File: src/rtl/pmc_pkg.sv
package pmc_pkg;
    localparam int REG_W      = 16;
    localparam int NUM_LVLS   = 4;
    localparam int BE_W       = REG_W / 8;
    localparam int STYP_W     = 3;
    localparam int STYP_LSB   = 10;
    localparam int STYP_MSB   = STYP_LSB + STYP_W - 1;
    localparam int BIT_SLPGO  = 13;
    localparam int BIT_RLS    = 2;
    localparam int BIT_BMRLD  = 1;
    localparam int BIT_ROUTE  = 0;
    localparam int BE_HI      = 1;
    localparam int BE_LO      = 0;

    typedef enum logic [STYP_W-1:0] {
        STYP_WORK  = 3'b000,
        STYP_RSV1  = 3'b001,
        STYP_LIGHT = 3'b010,
        STYP_RSV3  = 3'b011,
        STYP_RSV4  = 3'b100,
        STYP_RAM   = 3'b101,
        STYP_DISK  = 3'b110,
        STYP_OFF   = 3'b111
    } styp_e;

    // active-high level vector, bit 0 = S1 ... bit 3 = S5
    typedef logic [NUM_LVLS-1:0] lvl_vec_t;

    typedef struct packed {
        logic  hi_we;
        logic  lo_we;
        styp_e styp;
        logic  slp_go;
        logic  rls_go;
        logic  bm_rld;
        logic  route_sci;
    } wr_cmd_t;

    function automatic lvl_vec_t styp_decode(input styp_e t);
        lvl_vec_t v;
        case (t)
            STYP_LIGHT: v = 4'b0001;
            STYP_RAM:   v = 4'b0011;
            STYP_DISK:  v = 4'b0111;
            STYP_OFF:   v = 4'b1111;
            default:    v = 4'b0000;
        endcase
        return v;
    endfunction
endpackage

File: src/rtl/pmc_wr_decode.sv
module pmc_wr_decode
    import pmc_pkg::*;
(
    input  logic             wr_en,
    input  logic [BE_W-1:0]  wr_be,
    input  logic [REG_W-1:0] wr_data,
    output wr_cmd_t          cmd
);
    logic unused_rsvd;
    assign unused_rsvd = ^{wr_data[15:14], wr_data[9:3]};

    always_comb begin
        cmd.hi_we     = wr_en & wr_be[BE_HI];
        cmd.lo_we     = wr_en & wr_be[BE_LO];
        cmd.styp      = styp_e'(wr_data[STYP_MSB:STYP_LSB]);
        cmd.slp_go    = cmd.hi_we & wr_data[BIT_SLPGO];
        cmd.rls_go    = cmd.lo_we & wr_data[BIT_RLS];
        cmd.bm_rld    = wr_data[BIT_BMRLD];
        cmd.route_sci = wr_data[BIT_ROUTE];
    end
endmodule

File: src/rtl/pmc_ctl_regs.sv
module pmc_ctl_regs
    import pmc_pkg::*;
(
    input  logic             clk,
    input  logic             rtc_rst,
    input  logic             pci_rst,
    input  logic             core_rst,
    input  wr_cmd_t          cmd,
    output styp_e            styp_q,
    output logic             bm_rld_q,
    output logic             route_sci_q,
    output logic [REG_W-1:0] rd_data
);
    // RTC domain: sleep type
    always_ff @(posedge clk) begin
        if (rtc_rst)        styp_q <= STYP_WORK;
        else if (cmd.hi_we) styp_q <= cmd.styp;
    end

    // PCI domain: bus-master reload enable
    always_ff @(posedge clk) begin
        if (pci_rst)        bm_rld_q <= 1'b0;
        else if (cmd.lo_we) bm_rld_q <= cmd.bm_rld;
    end

    // core domain: interrupt routing select
    always_ff @(posedge clk) begin
        if (core_rst)       route_sci_q <= 1'b0;
        else if (cmd.lo_we) route_sci_q <= cmd.route_sci;
    end

    // readback: every bit not named below reads zero
    always_comb begin
        rd_data                     = '0;
        rd_data[STYP_MSB:STYP_LSB]  = styp_q;
        rd_data[BIT_BMRLD]          = bm_rld_q;
        rd_data[BIT_ROUTE]          = route_sci_q;
    end
endmodule

File: src/rtl/pmc_sleep_seq.sv
module pmc_sleep_seq
    import pmc_pkg::*;
(
    input  logic                clk,
    input  logic                core_rst,
    input  logic                slp_go,
    input  styp_e               styp_new,
    input  logic                wake,
    output logic [NUM_LVLS-1:0] slp_lvl_n
);
    lvl_vec_t lvl_q;

    always_ff @(posedge clk) begin
        if (core_rst)    lvl_q <= '0;
        else if (wake)   lvl_q <= '0;
        else if (slp_go) lvl_q <= styp_decode(styp_new);
    end

    for (genvar g = 0; g < NUM_LVLS; g++) begin : g_lvl_pin
        assign slp_lvl_n[g] = ~lvl_q[g];
    end
endmodule

File: src/rtl/pmc_evt_route.sv
module pmc_evt_route
    import pmc_pkg::*;
(
    input  logic clk,
    input  logic core_rst,
    input  logic rls_go,
    input  logic bm_rld_q,
    input  logic route_sci_q,
    input  logic bm_req,
    input  logic pwr_evt,
    output logic fw_rls_pulse,
    output logic c3_break,
    output logic sci_evt,
    output logic smi_evt
);
    always_ff @(posedge clk) begin
        if (core_rst) fw_rls_pulse <= 1'b0;
        else          fw_rls_pulse <= rls_go;
    end

    always_comb begin
        c3_break = bm_req & bm_rld_q;
        sci_evt  = pwr_evt & route_sci_q;
        smi_evt  = pwr_evt & ~route_sci_q;
    end
endmodule

File: src/rtl/pmc_sleep_ctl.sv
module pmc_sleep_ctl
    import pmc_pkg::*;
(
    input  logic                clk,
    input  logic                rtc_rst,
    input  logic                pci_rst,
    input  logic                core_rst,
    input  logic                wr_en,
    input  logic [BE_W-1:0]     wr_be,
    input  logic [REG_W-1:0]    wr_data,
    output logic [REG_W-1:0]    rd_data,
    input  logic                bm_req,
    input  logic                wake,
    input  logic                pwr_evt,
    output logic [NUM_LVLS-1:0] slp_lvl_n,
    output logic                fw_rls_pulse,
    output logic                c3_break,
    output logic                sci_evt,
    output logic                smi_evt
);
    wr_cmd_t cmd;
    styp_e   styp_q;
    logic    bm_rld_q;
    logic    route_sci_q;

    pmc_wr_decode u_dec (
        .wr_en   (wr_en),
        .wr_be   (wr_be),
        .wr_data (wr_data),
        .cmd     (cmd)
    );

    pmc_ctl_regs u_regs (
        .clk         (clk),
        .rtc_rst     (rtc_rst),
        .pci_rst     (pci_rst),
        .core_rst    (core_rst),
        .cmd         (cmd),
        .styp_q      (styp_q),
        .bm_rld_q    (bm_rld_q),
        .route_sci_q (route_sci_q),
        .rd_data     (rd_data)
    );

    pmc_sleep_seq u_seq (
        .clk       (clk),
        .core_rst  (core_rst),
        .slp_go    (cmd.slp_go),
        .styp_new  (cmd.styp),
        .wake      (wake),
        .slp_lvl_n (slp_lvl_n)
    );

    pmc_evt_route u_route (
        .clk          (clk),
        .core_rst     (core_rst),
        .rls_go       (cmd.rls_go),
        .bm_rld_q     (bm_rld_q),
        .route_sci_q  (route_sci_q),
        .bm_req       (bm_req),
        .pwr_evt      (pwr_evt),
        .fw_rls_pulse (fw_rls_pulse),
        .c3_break     (c3_break),
        .sci_evt      (sci_evt),
        .smi_evt      (smi_evt)
    );

    logic unused_styp;
    assign unused_styp = ^styp_q;
endmodule

File: config.mk
export PLATFORM = sky130hd
export DESIGN_NAME = pmc_sleep_ctl
export DESIGN_NICKNAME = d
export VERILOG_FILES = /design/src/rtl/pmc_pkg.sv /design/src/rtl/pmc_wr_decode.sv /design/src/rtl/pmc_ctl_regs.sv /design/src/rtl/pmc_sleep_seq.sv /design/src/rtl/pmc_evt_route.sv /design/src/rtl/pmc_sleep_ctl.sv
export SDC_FILE = /design/constraint.sdc
export NUM_CORES = 1
export LEC_CHECK = 0
export ABC_AREA = 1
export BUFFER_PORTS_ARGS = -buffer_cell sky130_fd_sc_hd__clkbuf_2
export CAP_MARGIN = 20
export CORE_ASPECT_RATIO = 1.1
export CORE_UTILIZATION = 38
export DETAILED_ROUTE_END_ITERATION = 10
export PLACE_DENSITY = 0.87
export SYNTH_ARGS = -nofsm -noshare
export SYNTH_HDL_FRONTEND = slang
export SYNTH_SLANG_ARGS = --single-unit
File: constraint.sdc
create_clock -name clk -period 1.3 [get_ports clk]
set_input_delay 0.195 -clock clk [delete_from_list [all_inputs] [get_ports clk]]
set_output_delay 0.195 -clock clk [all_outputs]
set_load 0.05 [all_outputs]
==> results.md <==
* Final hold violation count at 0
* H-tree depth at 1
* Crit path buf inv count at 2
* Drt wl/cell at 7.44 µm
* Starting Density at 0.436
* Largest net degree at the start of global routing at 9
* Area delta synth->final at 23.2%
* Worst skew pair latency at 0.25 ns
* Post-DP HPWL at 815 µm
* Max Slew Vio Count at 0
* Max-cap viol count at 0
* Post-CTS Hold Fix Bufs at 0
* Setup-failing EPs final at 0
* Setup TNS at 0 ns
* Worst path cell trace: nand2_1 > inv_1 > clkbuf_2
* Port bufs at 29
* Fin Clk Skew at 0 ns
* Setup crit end: sci_evt
* Antenna Cells at 0
* Antenna violations before repair at 0
* Gpl congestion at 0.742
* Share of cells above drive strength 1 at 0.304
* CTS clock-pin slew for the worst setup and hold paths at 0.06 ns
* Critical path endpoint category: output pin
* Final worst path period share at 0.907
* Compound-Gate Fraction of Synth Area at 0.0459
* Die area at 1590 µm²
* Leakage at 0.000427 µW
* First-pass GRT wire length at 1620 µm
* Core box area at 1250 µm²
* WL final at 945 µm
* Residual DRC count at 0
* Final Util at 0.536
* Fillcell total at 132
* Adder-cell share of the synthesized area at 0
* FMAX at 848 MHz
* Post-Synth XOR/XNOR Area at 0
* Sequential cell area at 200 µm²
* TritonCTS clock tree: yes
* GR Util All Layers at 0.140
* First DRT Iteration DRCs at 3
* Nets@finish at 140
* Number of core rows at 13
* RR Endpoint: u_regs.route_sci_q$_SDFFE_PP0P_
* DIE WIDTH at 38.1 µm
* Clock sink total at 10
* CP Depth at 3
* Worst R2R Path Depth at 2
* Root Buffer: clkbuf_4
* Setup Fix Bufs, Post-CTS at 0
* Unrepaired setup endpoints after global routing: false
* Crit Path Class: flop to output pin
* I/O pin cnt at 50
* Mapped Area at 546 µm²
* Layout Cells excl Fill at 127
* # placed instances at 124
* Die H at 41.7 µm
* Vias in the first global route at 419
* Startpoint types: flop
* Worst hold slack at 0.0881 ns
* Multi-input gate area at 236 µm²
* Portion of netlist area occupied by mux cells at 0
* Post-DR vias/cell at 3.99
* CP top delay family: flip-flops
* Max stage delay cell, worst path: dfxtp_1
* Vias at 507
* Hold/Removal Path Class: input port to flop
* GRT overflow at 0
* DRT antenna net count at 0
* Hold path depth at 2
* Post-synthesis average cell area at 6.57 µm²
* Worst path arrival time at 0.98 ns
* Cell count after synthesis at 83
* Seq cells post-synth at 10
* Pwr Density at 1110 nW/µm²
* Synth cell types at 10
* Setup crit start: u_regs.route_sci_q$_SDFFE_PP0P_
* HP Start: pci_rst
* Reg2reg setup slack at 0.68 ns
* CTS Buffer Depth at 2
* Slack of the critical path at 0.121 ns
* Initial DRT Pass Iterations at 3
* CTS Buf Count at 3
* Pre-CTS setup slack at 0.389 ns
* Ys Warns at 0
* Worst vdd ir at 0.493 mV
* Worst-path maximum fanout at 4
* Status: completed
* Req. time, crit path at 1.11 ns
* Post-layout minimum cycle time at 1.18 ns
* Largest family of logic cells by synthesized area: simple AND/OR/NAND/NOR gates
* Seq/Total Area, Yosys at 0.367
* R2r startpoint: u_regs.route_sci_q$_SDFFE_PP0P_
* Critical Path Max Stage Delay at 0.36 ns
* # resized after CTS at 0
* Post-Synth Simple-Gate Area at 0.312
==> registers in the layout, indices dropped and copies added (netlist names) <==
signal / flops
u_regs.bm_rld_q: 1
u_regs.route_sci_q: 1
u_regs.styp_q: 3
u_route.fw_rls_pulse: 1
u_seq.lvl_q: 4
==> cell usage in the layout, fill, tap and decap left out <==
| cell | netlist | routed |
|---|---|---|
| clkbuf_2 | 0 | 29 |
| inv_1 | 13 | 13 |
| a21oi_1 | 2 | 2 |
| nor2_1 | 18 | 18 |
| nand3_4 | 1 | 1 |
| conb_1 | 1 | 11 |
| o21ai_0 | 3 | 3 |
| nand2_2 | 1 | 1 |
| clkbuf_4 | 0 | 3 |
| dfxtp_1 | 10 | 10 |
| nand2_1 | 21 | 21 |
==> synthesized netlist by cell type <==
cell     instances  share of area
nand2_2          1          0.011
dfxtp_1         10           0.37
nor2_1          18           0.12
nand2_1         21           0.14
o21ai_0          3          0.028
inv_1           13          0.089
a21oi_1          2          0.018
conb_1           1         0.0069
buf_4           13           0.18
nand3_4          1          0.032
==> worst min-delay path by stage <==
stage,slack [ns],end
6_report,0.09,u_regs.bm_rld_q$_SDFFE_PP0P_
5_1_grt,0.08,u_regs.bm_rld_q$_SDFFE_PP0P_
4_1_cts,0.08,u_regs.bm_rld_q$_SDFFE_PP0P_
3_5_place_dp,0.36,u_regs.bm_rld_q$_SDFFE_PP0P_
3_3_place_gp,0.36,u_regs.bm_rld_q$_SDFFE_PP0P_
2_1_floorplan,0.26,u_regs.bm_rld_q$_SDFFE_PP0P_
==> stage by stage <==
step | power (µW) | area (µm²)
after floorplan | 528 | 583
after global placement | 548 | 649
after detailed placement | 551 | 649
after CTS | 760 | 672
after global routing | 791 | 672
final | 747 | 672
==> cell type report <==
type | instances | area share
Tap cell | 15 | 0.0279
Inverter | 13 | 0.0726
Clock buffer | 3 | 0.0335
Sequential cell | 10 | 0.298
Multi-Input combinational cell | 57 | 0.352
Timing Repair Buffer | 29 | 0.216
==> per-layer routing <==
metal / global-route usage / up-vias / wire (µm) / part of all wire
met5: 0 / - / 0 / 0
li1: - / 278 / - / -
met3: 0.0481 / 2 / 69 / 0.073
met2: 0.217 / 20 / 478 / 0.51
met4: 0.0643 / 0 / 6 / 0.0063
met1: 0.169 / 207 / 390 / 0.41
==> kinds of logic after synthesis <==
group / Yosys count
AND/OR/NAND/NOR: 41
buffers and inverters: 26
flip-flops: 10
AO/OA/AOI/OAI: 5
other: 1
==> where the power goes <==
| part | total [µW] | internal [µW] | switching [µW] |
|---|---|---|---|
| clock | 203 | 106 | 96.9 |
| combinational | 219 | 44.7 | 174 |
| sequential | 325 | 319 | 5.88 |
==> worst reg2reg max path: stages (launching register included) <==
cell and delay (ns):
dfxtp_1 0.36, nand2_1 0.07, a21oi_1 0.12
Power figures use the tool's default switching activity.
